$ cat src/rtl/udc_pkg.sv
package udc_pkg;
  typedef enum logic [1:0] {X_IDLE, X_RD, X_WR} xfer_st_e;

  localparam logic [2:0] REG_PADDR = 3'd0;
  localparam logic [2:0] REG_MADDR = 3'd1;
  localparam logic [2:0] REG_CNT   = 3'd2;
  localparam logic [2:0] REG_CTRL  = 3'd3;
  localparam logic [2:0] REG_CLR   = 3'd4;

  localparam int CTRL_EN  = 0;
  localparam int CTRL_TX  = 1;
  localparam int CTRL_PRL = 2;
  localparam int CTRL_HIE = 4;
  localparam int CTRL_CIE = 5;
endpackage

$ cat src/rtl/udc_regs.sv
module udc_regs
  import udc_pkg::*;
#(
  parameter int DW = 32,
  parameter int AW = 32,
  parameter int CW = 16,
  parameter int PW = 2
) (
  input  logic          clk_i,
  input  logic          rst_ni,
  input  logic          cfg_we_i,
  input  logic [2:0]    cfg_addr_i,
  input  logic [DW-1:0] cfg_wdata_i,
  input  logic          xfer_done_i,
  output logic          en_o,
  output logic          dir_tx_o,
  output logic [PW-1:0] prio_o,
  output logic          hie_o,
  output logic          cie_o,
  output logic [AW-1:0] paddr_o,
  output logic [AW-1:0] maddr_o,
  output logic [CW-1:0] rem_o,
  output logic          half_o,
  output logic          done_o
);
  logic          en_q, tx_q, hie_q, cie_q, half_q, done_q;
  logic [PW-1:0] prio_q;
  logic [AW-1:0] paddr_q, maddr_q;
  logic [CW-1:0] rem_q, thr_q;
  logic [CW-1:0] rem_next;

  assign rem_next = rem_q - CW'(1);

  always_ff @(posedge clk_i or negedge rst_ni) begin
    if (!rst_ni) begin
      en_q    <= 1'b0;
      tx_q    <= 1'b0;
      hie_q   <= 1'b0;
      cie_q   <= 1'b0;
      half_q  <= 1'b0;
      done_q  <= 1'b0;
      prio_q  <= '0;
      paddr_q <= '0;
      maddr_q <= '0;
      rem_q   <= '0;
      thr_q   <= '0;
    end else begin
      if (cfg_we_i) begin
        unique case (cfg_addr_i)
          REG_PADDR: if (!en_q) paddr_q <= cfg_wdata_i[AW-1:0];
          REG_MADDR: if (!en_q) maddr_q <= cfg_wdata_i[AW-1:0];
          REG_CNT: if (!en_q) begin
            rem_q <= cfg_wdata_i[CW-1:0];
            thr_q <= cfg_wdata_i[CW-1:0] >> 1;
          end
          REG_CTRL: begin
            en_q   <= cfg_wdata_i[CTRL_EN] && (rem_q != '0);
            tx_q   <= cfg_wdata_i[CTRL_TX];
            prio_q <= cfg_wdata_i[CTRL_PRL +: PW];
            hie_q  <= cfg_wdata_i[CTRL_HIE];
            cie_q  <= cfg_wdata_i[CTRL_CIE];
          end
          REG_CLR: begin
            if (cfg_wdata_i[0]) half_q <= 1'b0;
            if (cfg_wdata_i[1]) done_q <= 1'b0;
          end
          default: ;
        endcase
      end
      // completion wins over a same-cycle clear
      if (xfer_done_i) begin
        rem_q   <= rem_next;
        maddr_q <= maddr_q + AW'(1);
        if (rem_next == thr_q) half_q <= 1'b1;
        if (rem_next == '0) begin
          en_q   <= 1'b0;
          done_q <= 1'b1;
        end
      end
    end
  end

  assign en_o     = en_q;
  assign dir_tx_o = tx_q;
  assign prio_o   = prio_q;
  assign hie_o    = hie_q;
  assign cie_o    = cie_q;
  assign paddr_o  = paddr_q;
  assign maddr_o  = maddr_q;
  assign rem_o    = rem_q;
  assign half_o   = half_q;
  assign done_o   = done_q;
endmodule

$ cat src/rtl/udc_req.sv
module udc_req (
  input  logic clk_i,
  input  logic rst_ni,
  input  logic en_i,
  input  logic dir_tx_i,
  input  logic idle_i,
  input  logic xfer_done_i,
  input  logic tx_empty_i,
  input  logic tx_dma_en_i,
  input  logic rx_full_i,
  input  logic rx_dma_en_i,
  output logic start_o
);
  logic sel_req, armed_q;

  assign sel_req = dir_tx_i ? (tx_empty_i & tx_dma_en_i) : (rx_full_i & rx_dma_en_i);

  // re-arm only after the serviced request has been seen low
  always_ff @(posedge clk_i or negedge rst_ni) begin
    if (!rst_ni)          armed_q <= 1'b1;
    else if (xfer_done_i) armed_q <= !sel_req;
    else if (!sel_req)    armed_q <= 1'b1;
  end

  assign start_o = en_i && idle_i && sel_req && armed_q;
endmodule

$ cat src/rtl/udc_xfer.sv
module udc_xfer
  import udc_pkg::*;
#(
  parameter int AW = 32
) (
  input  logic          clk_i,
  input  logic          rst_ni,
  input  logic          start_i,
  input  logic          dir_tx_i,
  input  logic [AW-1:0] paddr_i,
  input  logic [AW-1:0] maddr_i,
  input  logic          bus_ack_i,
  input  logic [7:0]    bus_rdata_i,
  output logic          bus_req_o,
  output logic          bus_we_o,
  output logic [AW-1:0] bus_addr_o,
  output logic [7:0]    bus_wdata_o,
  output logic          idle_o,
  output logic          done_o
);
  xfer_st_e st_q;
  logic     tx_q;
  logic [7:0] byte_q;

  always_ff @(posedge clk_i or negedge rst_ni) begin
    if (!rst_ni) begin
      st_q   <= X_IDLE;
      tx_q   <= 1'b0;
      byte_q <= '0;
    end else begin
      unique case (st_q)
        X_IDLE: if (start_i) begin
          st_q <= X_RD;
          tx_q <= dir_tx_i;
        end
        X_RD: if (bus_ack_i) begin
          byte_q <= bus_rdata_i;
          st_q   <= X_WR;
        end
        X_WR: if (bus_ack_i) st_q <= X_IDLE;
        default: st_q <= X_IDLE;
      endcase
    end
  end

  always_comb begin
    bus_req_o  = (st_q != X_IDLE);
    bus_we_o   = (st_q == X_WR);
    bus_addr_o = '0;
    if (st_q == X_RD) bus_addr_o = tx_q ? maddr_i : paddr_i;
    else if (st_q == X_WR) bus_addr_o = tx_q ? paddr_i : maddr_i;
  end

  assign bus_wdata_o = byte_q;
  assign idle_o      = (st_q == X_IDLE);
  assign done_o      = (st_q == X_WR) && bus_ack_i;
endmodule

$ cat src/rtl/uart_dma_chan.sv
module uart_dma_chan
  import udc_pkg::*;
#(
  parameter int DW = 32,
  parameter int AW = 32,
  parameter int CW = 16,
  parameter int PW = 2
) (
  input  logic          clk_i,
  input  logic          rst_ni,
  input  logic          cfg_we_i,
  input  logic [2:0]    cfg_addr_i,
  input  logic [DW-1:0] cfg_wdata_i,
  input  logic          tx_empty_i,
  input  logic          tx_dma_en_i,
  input  logic          rx_full_i,
  input  logic          rx_dma_en_i,
  output logic          bus_req_o,
  output logic          bus_we_o,
  output logic [AW-1:0] bus_addr_o,
  output logic [7:0]    bus_wdata_o,
  input  logic [7:0]    bus_rdata_i,
  input  logic          bus_ack_i,
  output logic          chan_en_o,
  output logic [PW-1:0] prio_o,
  output logic [AW-1:0] mem_addr_o,
  output logic [CW-1:0] remaining_o,
  output logic          half_flag_o,
  output logic          done_flag_o,
  output logic          irq_half_o,
  output logic          irq_done_o
);
  logic          en, dir_tx, hie, cie, half, done, start, idle, xfer_done;
  logic [AW-1:0] paddr, maddr;

  udc_regs #(.DW(DW), .AW(AW), .CW(CW), .PW(PW)) u_regs (
    .clk_i, .rst_ni, .cfg_we_i, .cfg_addr_i, .cfg_wdata_i,
    .xfer_done_i(xfer_done),
    .en_o(en), .dir_tx_o(dir_tx), .prio_o(prio_o), .hie_o(hie), .cie_o(cie),
    .paddr_o(paddr), .maddr_o(maddr), .rem_o(remaining_o),
    .half_o(half), .done_o(done)
  );

  udc_req u_req (
    .clk_i, .rst_ni, .en_i(en), .dir_tx_i(dir_tx), .idle_i(idle),
    .xfer_done_i(xfer_done), .tx_empty_i, .tx_dma_en_i, .rx_full_i,
    .rx_dma_en_i, .start_o(start)
  );

  udc_xfer #(.AW(AW)) u_xfer (
    .clk_i, .rst_ni, .start_i(start), .dir_tx_i(dir_tx), .paddr_i(paddr),
    .maddr_i(maddr), .bus_ack_i, .bus_rdata_i, .bus_req_o, .bus_we_o,
    .bus_addr_o, .bus_wdata_o, .idle_o(idle), .done_o(xfer_done)
  );

  assign chan_en_o   = en;
  assign mem_addr_o  = maddr;
  assign half_flag_o = half;
  assign done_flag_o = done;
  assign irq_half_o  = half & hie;
  assign irq_done_o  = done & cie;
endmodule

$ cat config.mk
export PLATFORM = sky130hd
export DESIGN_NAME = uart_dma_chan
export DESIGN_NICKNAME = d
export VERILOG_FILES = /design/src/rtl/udc_pkg.sv /design/src/rtl/udc_regs.sv /design/src/rtl/udc_req.sv /design/src/rtl/udc_xfer.sv /design/src/rtl/uart_dma_chan.sv
export SDC_FILE = /design/constraint.sdc
export NUM_CORES = 1
export LEC_CHECK = 0
export BUFFER_PORTS_ARGS = -buffer_cell sky130_fd_sc_hd__clkbuf_2
export CAP_MARGIN = 10
export CORE_MARGIN = 2
export CORE_UTILIZATION = 50
export CTS_CLUSTER_SIZE = 30
export DETAILED_ROUTE_END_ITERATION = 10
export PLACE_DENSITY_LB_ADDON = 0.08
export SLEW_MARGIN = 20
export SYNTH_ARGS = -nofsm -noshare
export SYNTH_HDL_FRONTEND = slang
export SYNTH_HIERARCHICAL = 1
export SYNTH_SLANG_ARGS = --single-unit
$ cat constraint.sdc
create_clock -name clk_i -period 2.76 [get_ports clk_i]
set_input_delay 0 -clock clk_i [delete_from_list [all_inputs] [get_ports clk_i]]
set_output_delay 0 -clock clk_i [all_outputs]
set_load 0.02 [all_outputs]
==> impl_results.md, run 1 <==
* Status: complete, no violations
* Initial Util at 51.6%
* Clk pin slew, worst setup/hold paths at 0.05 ns
* Asr flop ratio synth at 100%
* Relative slew slack at 42.6%
* Final worst-path setup slack at 0.188 ns
* # fillers at 1116
* NetSw at 3.94 mW
* Fraction of the yosys area taken by sequential cells at 41.6%
* Reg2reg start: u_regs/rem_o[6]$_DFFE_PN0P_
* Avg Cell Area, Syn at 10.0 um^2
* Grt ovf at 0
* Mapped Area at 0.00692 mm^2
* Critical path, cell by cell: or4_1 > or4_4 > o22ai_1 > o21ai_1 > or4_1 > o31ai_2
* Post-CTS Setup Bufs at 0
* Number of synthesized register bits at 115
* CP max FO at 6
* Core Box Area at 0.0134 mm^2
* Antenna Cells at 0
* Worst Hold Depth at 4
* Register area at 0.00288 mm^2
* CTS tree: built
* Largest cells by area after synthesis: dfrtp_1 41%, mux2i_1 9.4%, mux2_2 7.5%
* Die width at 122 um
* Arr. time, crit path at 2.90 ns
* Internal power at 5.51 mW
* Pin count of the biggest net entering global routing at 59
* Yosys cell types at 58
* Combinational power share at 44.2%
* Register-to-Register Path Depth at 6
* Global-route wire length before repair at 31900 um
* Drt drc at 0
* Drt total wl at 19700 um
* Reg-to-reg endpoint: u_regs/half_o$_DFF_PN0_
* Leakage at 4.11 nW
* Layout cells sized above 1 at 30.6%
* Clk pwr share at 23.2%
* Slowest cell on crit path: or4_1
* Net Count, Synth at 743
* # clock sinks at 115
* Drt wl/cell at 18.4 um
* CTS buffer count at 17
* Vias in the first global route at 6183
* F_max at 389 MHz
* Via count at 6287
* Max-capacitance violation count at 0
* Crit-path most repeated cell: or4_1
* Period utilization at 93.2%
* Tightest Hold Check Type: primary input to register
* Worst-margin pin slew at 0.862 ns
* Ports at 148
* Clock skew at 0.0117 ns
* Skew-Pair Late Insertion Delay at 0.42 ns
* Count of final setup violators at 0
* GPL Wtd Cong at 0.860
* Setup TNS Final at 0 ns
* Crit path largest cell delay at 0.58 ns
* Hold Path Sink: u_regs/done_o$_DFF_PN0_
* Worst-case clock buffer depth at 2
* Post-DP HPWL at 13400 um
* Initial antenna violation count at 0
* Unrepaired setup endpoints after global routing: false
* Final nets at 939
* Worst setup SP type: register
* Gate Count Post-Synth at 689
* WP data required at 3.08 ns
* Placement Setup Slack at 0.180 ns
* Synth top area share at 41.3%
* Crit Path Class: register to register
* Final Hold Vio Count at 0
* Number of port buffers at 147
* Hold WS at 0.104 ns
* DR iter-0 viols at 445
* Die span in y at 122 um
* EDFF count, synth at 0
* YS warnings at 6
* Gr usage total at 27.8%
* Critical path endpoint category: register
* Flop pwr share at 32.6%
* Row Count at 42
* Post-DR vias/cell at 5.85
* Router iterations before antenna repair at 5
* Worst VDD drop at 0.000546 V
* Top cell type by total area after synthesis: dfrtp_1
* Syn-to-layout area delta at 29.2%
* Sw Ratio at 41.7%
* Minimum setup slack among reg-to-reg paths at 0.19 ns
* Hold path startpoint: cfg_addr_i[2]
* Fin crit period at 2.57 ns
* Clock root buffer: clkbuf_16
* PwrDens at 1060 mW/mm^2
* H-tree Lvls at 4
* Max Slew Vio Count at 0
* Die footprint at 0.0148 mm^2
* Antenna Nets Post-Route at 0
* Multi-input logic area at 0.00375 mm^2
* Most used DFF post-synth: dfrtp_1
==> power groups by stage <==
stage                     sequential (mW)  combinational (mW)  clock (mW)
final                                3.08                4.18        2.20
after detailed placement             3.09                4.08           0
after floorplan                      3.23                2.70           0
after CTS                            3.07                4.16        2.24
after global placement               3.04                4.04           0
after global routing                 3.19                4.52        2.31
==> critical path: cells and delay by family, from the launching register on <==
family | cells | cell delay [ns]
and+or+nand+nor | 3 | 1.59
AOI/OAI and AO/OA | 3 | 0.47
DFF | 1 | 0.43
==> sequential cells by signal (all words and copies together), names as in the netlist <==
name and count:
u_regs/prio_o 2, u_req/armed_q 1, u_regs/done_o 1, u_regs/en_o 1
u_regs/dir_tx_o 1, u_regs/cie_o 1, u_xfer/bus_wdata_o 8, u_regs/half_o 1
u_xfer/tx_q 1, u_xfer/st_q 2, u_regs/thr_q 15, u_regs/maddr_o 32
u_regs/paddr_o 32, u_regs/rem_o 16, u_regs/hie_o 1
==> cells in the mapped netlist (19+ instances only) <==
cell,n
and2_1,23
nand2_1,46
nand3_1,19
clkbuf_1,23
dfrtp_1,114
o22ai_1,30
mux2i_1,65
xnor2_1,23
a211oi_1,25
a21oi_1,41
nor2_1,40
mux2_2,46
==> through the flow <==
stage                     area, um^2  cells  util [%]  power [mW]
after floorplan                 6920    689         -        5.93
after global placement          7870    995      58.7        7.08
after detailed placement        7870    995      58.7        7.18
after CTS                       8920   1074      66.6        9.47
after global routing            8940   1074      66.7        10.0
final                           8940   1074      66.7        9.46
==> area by class of cell <==
type	instances	share of cell area, %
clock buffer	27	5.74
sequential	115	32.3
tap	176	2.46
multi-input combinational	517	41.9
timing repair buffer	223	16.3
inverter	11	0.462
clock inverter	5	0.840
==> cell families (layout without fill, tap and decap cells) <==
family / count (synthesis) / after routing / share of synthesized area (%)
and+or+nand+nor: 205 / 205 / 15.9
AOI/OAI and AO/OA: 157 / 157 / 15.6
DFF: 115 / 115 / 41.6
muxes: 111 / 111 / 16.9
buffers and inverters: 57 / 266 / 4.29
xor gates and xnor gates: 41 / 41 / 5.19
adders and majority gates: 3 / 3 / 0.543
==> worst max path at each step <==
stage,from,endpoint,depth (start not counted)
global route,u_regs/rem_o[0]$_DFFE_PN0P_,u_regs/half_o$_DFF_PN0_,9
floorplan,u_regs/rem_o[4]$_DFFE_PN0P_,u_regs/half_o$_DFF_PN0_,8
detailed placement,u_regs/rem_o[6]$_DFFE_PN0P_,u_regs/en_o$_DFF_PN0_,8
CTS,u_xfer/st_q[0]$_DFFE_PN0P_,u_req/armed_q$_DFFE_PN1P_,8
finish,u_regs/rem_o[6]$_DFFE_PN0P_,u_regs/half_o$_DFF_PN0_,6
global placement,u_regs/rem_o[6]$_DFFE_PN0P_,u_regs/en_o$_DFF_PN0_,8
==> cells in the final DEF (no fill, tap or decap), drive strengths merged, types with 19 or more instances in the layout <==
cell         instances
nand3               19
nor2                40
dfrtp              114
mux2i               65
a211oi              25
and2                24
mux2                46
a21oi               41
clkbuf             173
xnor2               23
o22ai               39
dlygate4sd3         47
buf                 30
nand2               46
==> metal layers <==
layer,up-vias,GRT usage (%),part of all wire [%]
li1,2940,-,-
met1,3139,36.6,44
met2,178,46.0,50
met3,30,5.57,4.3
met4,0,9.63,2.0
met5,-,0,0
==> repair_timing <==
action,in CTS,in global routing
endpoints found under the setup margin,0,3
hold buffers,47,0
gates resized for setup,0,3
hold endpoints to repair,144,0
(Power assumes the default switching activity.)
==> inputs of run 2 (changes only) <==
==> constraint.sdc (replaced) <==
create_clock -name clk_i -period 2.1 [get_ports clk_i]
set_input_delay 0 -clock clk_i [delete_from_list [all_inputs] [get_ports clk_i]]
set_output_delay 0 -clock clk_i [all_outputs]
set_load 0.02 [all_outputs]
==> run 2 against run 1 <==
  * The flow now finishes with violations (setup timing)
  * Power grew 47%
  * Sequential share of layout area fell by 2.7 points
  * Register-to-register slack lost 0.42 ns
  * Maximum frequency up 10%
  * Clock power up 49%
  * Final cell count is 7.0% higher
  * Global-route usage is 2.0 points higher
==> impl_results.md, run 2 (synthesis results as in run 1) <==
* Final Hold Vio Count at 0 (unchanged)
* Critical path endpoint category: register (unchanged)
* Final nets at 1014 (was 939)
* Relative slew slack at 65.5% (was 42.6%)
* Tightest Hold Check Type: primary input to asynchronous set/reset pin (was primary input to register)
* Worst-case clock buffer depth at 2 (unchanged)
* Hold WS at 0.0401 ns (was 0.104 ns)
* Initial antenna violation count at 0 (unchanged)
* Pin count of the biggest net entering global routing at 45 (was 59)
* Clock skew at 0.0105 ns (was 0.0117 ns)
* Clock root buffer: clkbuf_16 (unchanged)
* Crit Path Class: register to register (unchanged)
* Worst-margin pin slew at 0.518 ns (was 0.862 ns)
* Reg2reg start: u_regs/rem_o[6]$_DFFE_PN0P_ (unchanged)
* Register area at 0.00289 mm^2 (was 0.00288 mm^2)
* Die footprint at 0.0148 mm^2 (unchanged)
* Minimum setup slack among reg-to-reg paths at -0.23 ns (was 0.19 ns)
* Drt drc at 0 (unchanged)
* Number of port buffers at 147 (unchanged)
* CP max FO at 3 (was 6)
* H-tree Lvls at 4 (unchanged)
* F_max at 429 MHz (was 389 MHz)
* Worst VDD drop at 0.000766 V (was 0.000546 V)
* Leakage at 4.54 nW (was 4.11 nW)
* Status: finished with violations (was complete, no violations)
* WP data required at 2.44 ns (was 3.08 ns)
* Most frequent cells in the layout: 146 x clkbuf_2, 109 x dfrtp_1, 102 x buf_4 (was 146 x clkbuf_2, 113 x dfrtp_1, 65 x mux2i_1)
* # fillers at 1000 (was 1116)
* Die width at 122 um (unchanged)
* Commonest non-fill, non-tap cell in the layout: clkbuf_2 (unchanged)
* Router iterations before antenna repair at 5 (unchanged)
* GPL Wtd Cong at 0.929 (was 0.860)
* Vias in the first global route at 6625 (was 6183)
* Global-route wire length before repair at 33800 um (was 31900 um)
* PwrDens at 1420 mW/mm^2 (was 1060 mW/mm^2)
* Fin crit period at 2.33 ns (was 2.57 ns)
* Drt total wl at 21700 um (was 19700 um)
* Arr. time, crit path at 2.66 ns (was 2.90 ns)
* Gr usage total at 29.8% (was 27.8%)
* # clock sinks at 115 (unchanged)
* Core Box Area at 0.0134 mm^2 (unchanged)
* Worst setup SP type: register (unchanged)
* DR iter-0 viols at 419 (was 445)
* Count of final setup violators at 3 (was 0)
* Register-to-Register Path Depth at 6 (unchanged)
* Row Count at 42 (unchanged)
* Period utilization at 111% (was 93.2%)
* CTS tree: built (unchanged)
* Multi-input logic area at 0.00393 mm^2 (was 0.00375 mm^2)
* Die span in y at 122 um (unchanged)
* Max-capacitance violation count at 0 (unchanged)
* Failing checks: setup timing
* Skew-Pair Late Insertion Delay at 0.43 ns (was 0.42 ns)
* Final worst-path setup slack at -0.229 ns (was 0.188 ns)
* Drt wl/cell at 18.9 um (was 18.4 um)
* Grt ovf at 0 (unchanged)
* Antenna Nets Post-Route at 0 (unchanged)
* Placed cell area at 0.00840 mm^2 (was 0.00787 mm^2)
* Clk pin slew, worst setup/hold paths at 0.06 ns (was 0.05 ns)
* Via count at 6670 (was 6287)
* Initial Util at 51.6% (unchanged)
* Post-Layout Inst Area at 0.00978 mm^2 (was 0.00894 mm^2)
* Max Slew Vio Count at 0 (unchanged)
* Reg-to-reg endpoint: u_regs/half_o$_DFF_PN0_ (unchanged)
* Antenna Cells at 0 (unchanged)
* Ports at 148 (unchanged)
* Syn-to-layout area delta at 41.4% (was 29.2%)
* CTS buffer count at 17 (unchanged)
* Post-DR vias/cell at 5.81 (was 5.85)
* Post-DP HPWL at 15000 um (was 13400 um)
* Layout cells sized above 1 at 39.9% (was 30.6%)
* Unrepaired setup endpoints after global routing: true (was false)
## run 2: changes by cell type in the layout (fill, tap and decap cells not counted), sizes merged
| cell | before | now |
|---|---|---|
| buf | 30 | 106 |
| clkbuf | 173 | 166 |
| clkinvlp | 0 | 4 |
| bufinv | 2 | 5 |
| dlygate4sd3 | 47 | 46 |
## run 2: worst max-delay path by stage
| stage | from | endpoint | slack (ns) | cells past startpoint |
|---|---|---|---|---|
| final | u_regs/rem_o[6]$_DFFE_PN0P_ | u_regs/half_o$_DFF_PN0_ | -0.23 | 6 |
| after global routing | u_regs/rem_o[6]$_DFFE_PN0P_ | u_regs/half_o$_DFF_PN0_ | -0.30 | 6 |
| after CTS | u_regs/rem_o[0]$_DFFE_PN0P_ | u_regs/en_o$_DFF_PN0_ | -0.25 | 11 |
| after detailed placement | u_regs/rem_o[1]$_DFFE_PN0P_ | u_regs/en_o$_DFF_PN0_ | -0.39 | 10 |
| after global placement | u_regs/rem_o[0]$_DFFE_PN0P_ | u_regs/en_o$_DFF_PN0_ | -0.33 | 10 |
| after floorplan | u_regs/rem_o[4]$_DFFE_PN0P_ | u_regs/half_o$_DFF_PN0_ | -0.46 | 8 |
## run 2: critical path, cell delays in order, from the launching register on
cell     delay (ns)
dfrtp_1        0.37
or4_4          0.56
or4_4          0.44
o22ai_2        0.14
o21ai_1        0.08
or4_1          0.48
o31ai_2        0.17
## run 2: area by class of cell
type,instances,area share (%)
Multi-Input combinational cell,517,40.1
Sequential cell,115,29.5
Timing Repair Buffer,298,20.8
Clock buffer,20,4.77
Tap cell,176,2.25
Clock inverter,12,2.07
Inverter,11,0.422
## run 2: what timing repair did
action,CTS,global route
gates resized for setup,10,21
buffers inserted,7,5
hold buffers,46,0
setup endpoints to repair,4,19
endpoints found under the hold margin,208,0
pin swaps,5,5
## run 2: where the power goes
part | internal [mW] | leakage, nW | switching [mW]
combinational | 3.13 | 2.85 | 3.73
sequential | 2.95 | 1.37 | 0.807
clock | 2.20 | 0.314 | 1.07
total | 8.27 | 4.54 | 5.60
## run 2: through the flow
step | instances | utilization, % | total power, mW | TNS [ns] | setup slack [ns]
floorplan | 689 | - | 7.85 | -1.04 | -0.460
global placement | 1059 | 62.7 | 10.1 | -0.876 | -0.328
detailed placement | 1059 | 62.7 | 10.2 | -1.00 | -0.390
CTS | 1144 | 71.9 | 13.7 | -0.726 | -0.253
global route | 1149 | 73.0 | 14.6 | -0.907 | -0.296
finish | 1149 | 73.0 | 13.9 | -0.561 | -0.229
## run 2: metal layers
layer / track usage, % / up-vias / share of wire [%]
met5: 0 / - / 0
met4: 14.1 / 0 / 2.5
met3: 5.20 / 44 / 5.1
met2: 50.6 / 232 / 51
met1: 36.9 / 3313 / 41
li1: - / 3081 / -
==> inputs of run 3 (changes only) <==
--- a/config.mk
+++ b/config.mk
@@ -5,8 +5,10 @@
 export SDC_FILE = /design/constraint.sdc
 export NUM_CORES = 1
 export LEC_CHECK = 0
+export ABC_CLOCK_PERIOD_IN_PS = 2100
 export BUFFER_PORTS_ARGS = -buffer_cell sky130_fd_sc_hd__clkbuf_2
 export CAP_MARGIN = 10
+export CORE_ASPECT_RATIO = 0.6
 export CORE_MARGIN = 2
 export CORE_UTILIZATION = 50
 export CTS_CLUSTER_SIZE = 30
==> run 3 against run 2 <==
  * The flow still finishes with violations (setup timing)
  * Worst setup slack got worse by 0.029 ns
  * Global-route usage rose by 1.8 points
  * Critical path depth did not move
  * Sequential power barely moved
  * Largest cell class unchanged
  * Highest routed layer unchanged
==> impl_results.md, run 3 (synthesis results as in run 1) <==
* Antenna Cells at 0 (unchanged)
* Layout cells sized above 1 at 39.8% (was 39.9%)
* Die footprint at 0.0148 mm^2 (about the same)
* WL met3 at 1910 um (was 1110 um)
* Worst-margin pin slew at 0.509 ns (was 0.518 ns)
* DP Cell Count at 1063 (was 1059)
* Relative slew slack at 66.1% (was 65.5%)
* Count of final setup violators at 3 (unchanged)
* F_max at 424 MHz (was 429 MHz)
* Row Count at 33 (was 42)
* Clk pin slew, worst setup/hold paths at 0.06 ns (about the same)
* H-tree Lvls at 4 (unchanged)
* Worst setup SP type: register (unchanged)
* Leakage at 4.53 nW (was 4.54 nW)
* Sw Ratio at 42.7% (was 40.4%)
* Placed cell area at 0.00845 mm^2 (was 0.00840 mm^2)
* Crit Path Class: register to register (unchanged)
* Die width at 156 um (was 122 um)
* Placement Setup Slack at -0.533 ns (was -0.390 ns)
* NetSw at 5.90 mW (was 5.60 mW)
* Core Box Area at 0.0136 mm^2 (was 0.0134 mm^2)
* Commonest non-fill, non-tap cell in the layout: clkbuf_2 (unchanged)
* Failing checks: setup timing (unchanged)
* Worst-case clock buffer depth at 2 (unchanged)
* Max Slew Vio Count at 0 (unchanged)
* CTS buffer count at 17 (unchanged)
* Via count at 6829 (was 6670)
* Skew-Pair Late Insertion Delay at 0.42 ns (was 0.43 ns)
* Clock skew at 0.0128 ns (was 0.0105 ns)
* Die span in y at 95.1 um (was 122 um)
* # clock sinks at 115 (unchanged)
* Reg2reg start: u_regs/rem_o[6]$_DFFE_PN0P_ (unchanged)
* Grt ovf at 0 (unchanged)
* Period utilization at 112% (was 111%)
* Drt total wl at 23400 um (was 21700 um)
* Met1 Routed Length at 11500 um (was 8990 um)
* Pin count of the biggest net entering global routing at 50 (was 45)
* Clk pwr share at 20.8% (was 23.6%)
* CP max FO at 3 (unchanged)
* Critical path endpoint category: register (unchanged)
* Met2 wire len at 9800 um (was 11100 um)
* DR iter-0 viols at 606 (was 419)
* Internal power at 7.92 mW (was 8.27 mW)
* Antenna Nets Post-Route at 0 (unchanged)
* Final Hold Vio Count at 0 (unchanged)
* Post-DP HPWL at 16300 um (was 15000 um)
* Post-DR vias/cell at 5.93 (was 5.81)
* Worst VDD drop at 0.000773 V (was 0.000766 V)
* Global-route wire length before repair at 35500 um (was 33800 um)
* Ports at 148 (unchanged)
* Tightest Hold Check Type: primary input to asynchronous set/reset pin (unchanged)
* Initial antenna violation count at 0 (unchanged)
* Clock root buffer: clkbuf_16 (unchanged)
* Setup crit start: u_regs/rem_o[6]$_DFFE_PN0P_ (unchanged)
* Final nets at 1017 (was 1014)
* Max layer used: met4 (unchanged)
* Minimum setup slack among reg-to-reg paths at -0.26 ns (was -0.23 ns)
* Arr. time, crit path at 2.69 ns (was 2.66 ns)
* Drt wl/cell at 20.3 um (was 18.9 um)
* Initial Util at 50.9% (was 51.6%)
* Multi-input logic area at 0.00391 mm^2 (was 0.00393 mm^2)
* Gr usage total at 31.5% (was 29.8%)
* Max-capacitance violation count at 0 (unchanged)
* Register-to-Register Path Depth at 6 (unchanged)
* # fillers at 1034 (was 1000)
* Router iterations before antenna repair at 5 (unchanged)
* GPL Wtd Cong at 0.954 (was 0.929)
* Status: finished with violations (unchanged)
* PwrDens at 1420 mW/mm^2 (about the same)
* Reg-to-reg endpoint: u_regs/half_o$_DFF_PN0_ (unchanged)
* Flop pwr share at 26.9% (was 27.0%)
* Syn-to-layout area delta at 40.6% (was 41.4%)
* Combinational power share at 52.3% (was 49.4%)
* Vias in the first global route at 6457 (was 6625)
* Fin crit period at 2.36 ns (was 2.33 ns)
* Post-Layout Inst Area at 0.00972 mm^2 (was 0.00978 mm^2)
* CTS tree: built (unchanged)
* Hold WS at 0.00914 ns (was 0.0401 ns)
* Final worst-path setup slack at -0.258 ns (was -0.229 ns)
* WP data required at 2.43 ns (was 2.44 ns)
* Critical path endpoint: u_regs/half_o$_DFF_PN0_ (unchanged)
* Most frequent cells in the layout: 146 x clkbuf_2, 111 x dfrtp_1, 104 x buf_4 (was 146 x clkbuf_2, 109 x dfrtp_1, 102 x buf_4)
* Drt drc at 0 (unchanged)
* Number of port buffers at 147 (unchanged)
* Unrepaired setup endpoints after global routing: true (unchanged)
* Post-Layout Cell Count at 1151 (was 1149)
* Register area at 0.00289 mm^2 (about the same)
-- run 3: cell count changes in the layout (fill, tap and decap cells not counted), moves of 2 or more --
cell       previous run  this run
bufinv_16             5         2
clkbuf_8              3         1
clkinv_2              1         4
xor2_1               15        17
dfrtp_2               4         2
dfrtp_1             109       111
nand2b_2              0         2
nor3_2                4         2
nand2b_4              2         0
xor2_2                3         1
buf_4               102       104
-- run 3: final cells by class --
cell class | count | area share (%)
Multi-Input combinational cell | 517 | 40.2
Sequential cell | 115 | 29.7
Timing Repair Buffer | 301 | 21.5
Clock buffer | 19 | 4.55
Tap cell | 175 | 2.25
Clock inverter | 13 | 1.39
Inverter | 11 | 0.425
-- run 3: worst min-delay path by stage --
| stage | depth (start not counted) | start | slack [ns] | to |
|---|---|---|---|---|
| 2_1_floorplan | 0 | rst_ni | -0.30 | u_regs/cie_o$_DFFE_PN0P_ |
| 3_3_place_gp | 1 | rst_ni | -0.09 | u_regs/paddr_o[20]$_DFFE_PN0P_ |
| 3_5_place_dp | 1 | rst_ni | -0.09 | u_regs/paddr_o[20]$_DFFE_PN0P_ |
| 4_1_cts | 2 | rst_ni | 0.006 | u_regs/paddr_o[20]$_DFFE_PN0P_ |
| 5_1_grt | 2 | rst_ni | 0.03 | u_regs/paddr_o[20]$_DFFE_PN0P_ |
| 6_report | 2 | rst_ni | 0.009 | u_regs/paddr_o[20]$_DFFE_PN0P_ |
-- run 3: metal layers --
layer,GRT usage [%],vias to the layer above
met5,0,-
met4,5.73,0
met3,7.55,21
met2,45.2,319
met1,48.5,3390
li1,-,3099
-- run 3: power groups by stage --
stage | combinational, mW | clock [mW] | sequential, mW
3_3_place_gp | 6.62 | 0 | 3.65
6_report | 7.22 | 2.88 | 3.72
2_1_floorplan | 3.59 | 0 | 4.26
5_1_grt | 7.73 | 3.02 | 3.81
4_1_cts | 6.99 | 2.92 | 3.69
3_5_place_dp | 6.73 | 0 | 3.72
-- run 3: what timing repair did --
item                                    4_1_cts  5_1_grt
pin swaps                                     4        3
endpoints found under the setup margin       15       20
hold buffers                                 45        0
resized for setup                            16       15
hold endpoints to repair                    207        0
cloned                                        0        1
buffers inserted                              6        4
-- run 3: stage by stage --
stage,util [%],power (mW),setup TNS [ns]
global placement,62.2,10.3,-1.61
detailed placement,62.2,10.5,-2.50
finish,71.6,13.8,-0.712
global route,71.6,14.6,-1.00
CTS,70.6,13.6,-0.798
floorplan,-,7.85,-1.04
-- run 3: critical path, stage by stage, from the launching register on --
cell and delay [ns]:
dfrtp_1 0.37, or4_4 0.55, or4_4 0.44, o22ai_2 0.17, o21ai_2 0.09, or4_4 0.49, o31ai_4 0.17
